**config.mk**
```make
export PLATFORM = sky130hd
export DESIGN_NAME = pwm_timebase
export DESIGN_NICKNAME = d
export VERILOG_FILES = /design/src/rtl/pwm_timebase.sv
export SDC_FILE = /design/constraint.sdc
export NUM_CORES = 1
export LEC_CHECK = 0
export ABC_CLOCK_PERIOD_IN_PS = 1250
export BUFFER_PORTS_ARGS = -buffer_cell sky130_fd_sc_hd__clkbuf_2
export CORE_AREA = 5 5 42 44
export CTS_CLUSTER_SIZE = 10
export DETAILED_ROUTE_END_ITERATION = 8
export DIE_AREA = 0 0 47 49
export SYNTH_ARGS = -nofsm -noshare
export SYNTH_HDL_FRONTEND = slang
export SYNTH_SLANG_ARGS = --single-unit
```
**constraint.sdc**
```tcl
create_clock -name clk -period 1.25 [get_ports clk]
set_input_delay 0.1875 -clock clk [delete_from_list [all_inputs] [get_ports clk]]
set_output_delay 0.1875 -clock clk [all_outputs]
set_load 0.1 [all_outputs]
```
**src/rtl/pwm_timebase.sv**
```systemverilog
module pwm_timebase #(
  parameter int CNT_W = 8,
  parameter int PH_W  = 4
) (
  input  logic             clk,
  input  logic             rst,
  input  logic             test_mode_i,
  output logic [CNT_W-1:0] count_o,
  output logic [PH_W-1:0]  phase_o,
  output logic             period_stb_o,
  output logic [PH_W-1:0]  fast_phase_o
);

  localparam int SYNC_N = 2;

  logic [CNT_W-1:0]  cnt_q;
  logic [SYNC_N-1:0] sync_q;
  logic              fast_mode;

  always_ff @(posedge clk) begin
    if (rst) begin
      cnt_q  <= '0;
      sync_q <= '0;
    end else begin
      cnt_q  <= cnt_q + 1'b1;
      sync_q <= {sync_q[SYNC_N-2:0], test_mode_i};
    end
  end

  assign fast_mode    = sync_q[SYNC_N-1];
  assign count_o      = cnt_q;
  assign fast_phase_o = cnt_q[PH_W-1:0];
  assign phase_o      = fast_mode ? cnt_q[PH_W-1:0] : cnt_q[CNT_W-1 -: PH_W];
  assign period_stb_o = fast_mode ? (&cnt_q[PH_W-1:0]) : (&cnt_q);

  AST_RST_CLEAR: assert property (@(posedge clk) rst |=> (count_o == '0 && !fast_mode));
  AST_CNT_STEP:  assert property (@(posedge clk) disable iff (rst)
                   1'b1 |=> count_o == $past(count_o) + 1'b1);
  AST_NORM_WRAP: assert property (@(posedge clk) disable iff (rst)
                   (period_stb_o && !fast_mode) |=> count_o == '0);
  AST_STB_SINGLE: assert property (@(posedge clk) disable iff (rst)
                   period_stb_o |=> !period_stb_o);
  AST_TEST_WRAP: assert property (@(posedge clk) disable iff (rst)
                   (period_stb_o && fast_mode) |=> fast_phase_o == '0);
  AST_MODE_LAG:  assert property (@(posedge clk) disable iff (rst)
                   $rose(fast_mode) |-> $past(test_mode_i, 2));
  AST_FAST_NIB:  assert property (@(posedge clk) disable iff (rst)
                   1'b1 |=> fast_phase_o == $past(fast_phase_o) + 1'b1);

endmodule

```
Yosys cells after proc, flatten, opt, wreduce, memory -nomap -nowiden
Cells that the tools add are included.
Storage, ports and cells
  register bits after elaboration: 10
  input port bits: 3
  output and inout port bits: 17
  word-level logic and storage cells: 7
Cells by class
  add/subtract/negate cells: 1
  multiplexer cells: 2
  reductions and logical operators: 2
Operators with widths (count)
  8-bit by 1-bit adder with 8-bit output, second input constant: 1
  8-bit AND reduction: 1
  4-bit two-way mux: 1
  4-bit AND reduction: 1
  1-bit two-way mux: 1

Depth between registers and ports, before layout
  word-level depth: 2
  depth in mapped cells: 4
  depth with buffers taken out: 4

Worst setup path before layout
No wires, ideal clock.
  kind: reg-to-output
  start: register cnt_q[4] (netlist: count_o[4])
  end: output port phase_o[0]
  arrival time: 3.358 ns
  path slack: -2.296 ns
  cell stages (with the launch flop): 3
  path buffers: 0
  cell sequence: dfxtp_1 > inv_1 > o21ai_0
Between the ends
  longest elaborated chain between the ends: 1
Ends and longest elaborated chain
  start: declaration: RTL line 16  | logic [CNT_W-1:0] cnt_q;
  start signal: assignment: RTL line 25  | cnt_q <= cnt_q + 1'b1;
  4-bit two-way mux: RTL line 33  | assign phase_o = fast_mode ? cnt_q[PH_W-1:0] : cnt_q[CNT_W-1 -: PH_W];
  end: declaration: RTL line 9  | output logic [PH_W-1:0] phase_o,
No other way between the ends.

Worst setup path after layout
  start: register cnt_q[1] (netlist: count_o[1])
  end: output port phase_o[1]
Same word-level chain as after synthesis.

==> metrics.cfg <==
[detailed_routing]
drtIter0Drc = 2
routedWlPerCell_um = 12.6
vias = 442
wl_um = 1130
firstDrtPassIters = 2
drc = 0
routed_via_density = 4.91
drtAntennaViolNets = 0

[timing]
drv_slew = 0
setup_slack_ps = -113
slew-limit-headroom = 0.814
setup_tns_ps = -475
fmax_mhz = 734
min_period_over_period = 1.09
worst_pin_slew_ps = 276
holdWs_ps = 133
hold_violations = 0
setup_viol = 6
fin_worst_skew_ps = 8.08
rsz0062_at_grt = true
finalCriticalPeriod_ps = 1360

[synth]
yosysSeqAreaShare = 0.451
synthesis.instances = 48
synth_fa_ha_area_frac = 0.0282
synth_fp_nets = 52
synth.distinct_cells = 18
synth_top_family_by_area = simple AND/OR/NAND/NOR gates
yosysWarnings = 0
synth_compound_area_frac = 0.0986
netlist_top_cells_area = dfxtp_1 (45%), mux2_2 (7.6%), buf_4 (6.8%), o21ai_0 (4.5%), nor2_1 (4.2%)
syn_area_per_cell_um2 = 9.25
yosys-mux-area-fraction = 0.0761
yosysTopAreaCellShare = 0.451
synth_xor_area_frac = 0.0592
yosys.area.top_type = dfxtp_1
yosys.area_share.simple = 0.203
ys_ff_latch = 10
synth.cell_area_um2 = 444

[die]
start_util = 0.317
core.rowCount = 14
die_x_um = 47
core_area_um2 = 1400
io-pin-count = 20
die_y_um = 49
dieArea_um2 = 2300

[worst_setup_path]
required_ps = 1060
worstPathMaxFanout = 3
end_kind = primary output
cp.arrival_ps = 1180
criticalPathCategory = reg2out
start_kind = register

[cells_and_area]
fillers = 102
drive_gt1_frac = 0.689
area_growth_pct = 122
diodes = 0
layout_common_cells = buf_12 (17), dfxtp_4 (9), nor2_1 (4), buf_6 (4), buf_4 (4)
instances_no_fill = 90
seqCellArea_um2 = 234
final_common_cell = buf_12
fin_nets = 79
multiInputGateArea_um2 = 275

[power_and_ir_drop]
powerDensity_nw_per_um2 = 859
p_leak_nw = 0.366
intPower_mw = 0.546
net-switching-power_mw = 0.299
combPwrFrac = 0.339
clkPwrFrac = 0.262
p_seq_frac = 0.399
sw_frac_of_total = 0.354
power_mw = 0.845
peakVddDrop_uv = 872

[global_route]
grtUsageTotal = 0.117
use_met1 = 0.131
met2_usage = 0.176
grt_overflow_total = 0
grt_max_degree = 11
grt-busiest-layer = met2
antenna_found_initial = 0
grt_pass1_vias = 448
grt_first_pass_wirelength_um = 1930
grt_use_met3 = 0.0369

[cts]
postCtsHoldBufs = 0
cts_buffer_depth = 2
htree_num_levels = 1
cts_tree = yes
numCtsBuffers = 3
root_buffer = clkbuf_4
clk_pin_slew_ps = 70
insertion_delay_ps = 270
clock_sink_count = 10

[hold_path]
hp-class = in2reg

[flow_run]
cap_viol_max_count = 0

[run_status]
violations = negative setup slack
status = finished with violations

[placement]
gp_congestion = 0.672
portBuffers = 19
dp_cells = 80
dpl.hpwl_um = 835

==> power groups by stage <==
stage          sequential (mW)  clock, mW  combinational [mW]
5_1_grt                  0.340      0.245               0.298
6_report                 0.337      0.222               0.286
4_1_cts                  0.337      0.227               0.286
3_3_place_gp             0.352          0               0.247
3_5_place_dp             0.353          0               0.250
2_1_floorplan            0.404          0               0.110
==> Yosys cell counts (all sizes together) <==
cell type   n
or3         3
nand3       3
nand4       1
o21ai       4
clkbuf      1
buf         4
ha          1
mux2        3
a21oi       3
a41oi       1
dfxtp      10
xor2        1
nor2        5
nor2b       3
inv         1
nand2       2
xnor2       2
==> path summary, 6_finish.rpt <==
check	endpoint	from	slack, ps	depth (start not counted)
setup / recovery	phase_o[1]	count_o[1]$_SDFF_PP0_	-110	3
hold / removal	sync_q[0]$_SDFF_PP0_	test_mode_i	130	2
setup reg to reg	count_o[6]$_SDFF_PP0_	count_o[0]$_SDFF_PP0_	-30	5
hold reg to reg	sync_q[1]$_SDFF_PP0_	sync_q[0]$_SDFF_PP0_	440	1
==> registers in the layout, indices dropped and copies added (netlist names) <==
name and flops:
count_o 8, sync_q 2
==> kinds of logic (layout without fill, tap and decap cells) <==
kind of cell	count (synthesis)	after routing
AOI/OAI and AO/OA	8	8
xor gates and xnor gates	3	3
and+or+nand+nor	17	17
muxes	3	3
DFF	10	10
buffers and inverters	6	32
adders and majority gates	1	1
==> layer usage <==
layer  part of all wire  wire length (um)
met1               0.38               436
met2               0.50               569
met3              0.086                98
met4              0.026                30
met5                  0                 0
==> final cells by class <==
cell class,instances,area share
repair buffers,27,0.432
multi-input cells,32,0.280
clock inverters,1,0.00381
inverters,1,0.00381
flip-flops and latches,10,0.238
clock buffers,3,0.0229
well taps,16,0.0203
==> worst max-delay path, cell delays in order, from the launching register on <==
cell and delay, ps:
dfxtp_4 360, buf_6 110, mux2_4 270, buf_12 170
==> stage by stage <==
step / util / setup WS, ps / area (um^2)
2_1_floorplan: - / -282 / 520
3_3_place_gp: 0.622 / 78.3 / 872
3_5_place_dp: 0.622 / 17.3 / 872
4_1_cts: 0.691 / -115 / 968
5_1_grt: 0.703 / -138 / 985
6_report: 0.703 / -113 / 985
==> repair_timing <==
item / 4_1_cts / 5_1_grt
endpoints found under the hold margin: 0 / 0
endpoints found under the setup margin: 5 / 10
gates resized for setup: 9 / 3
setup buffers: 6 / 0
pin swaps: 3 / 1
Power figures use the tool's default switching activity.
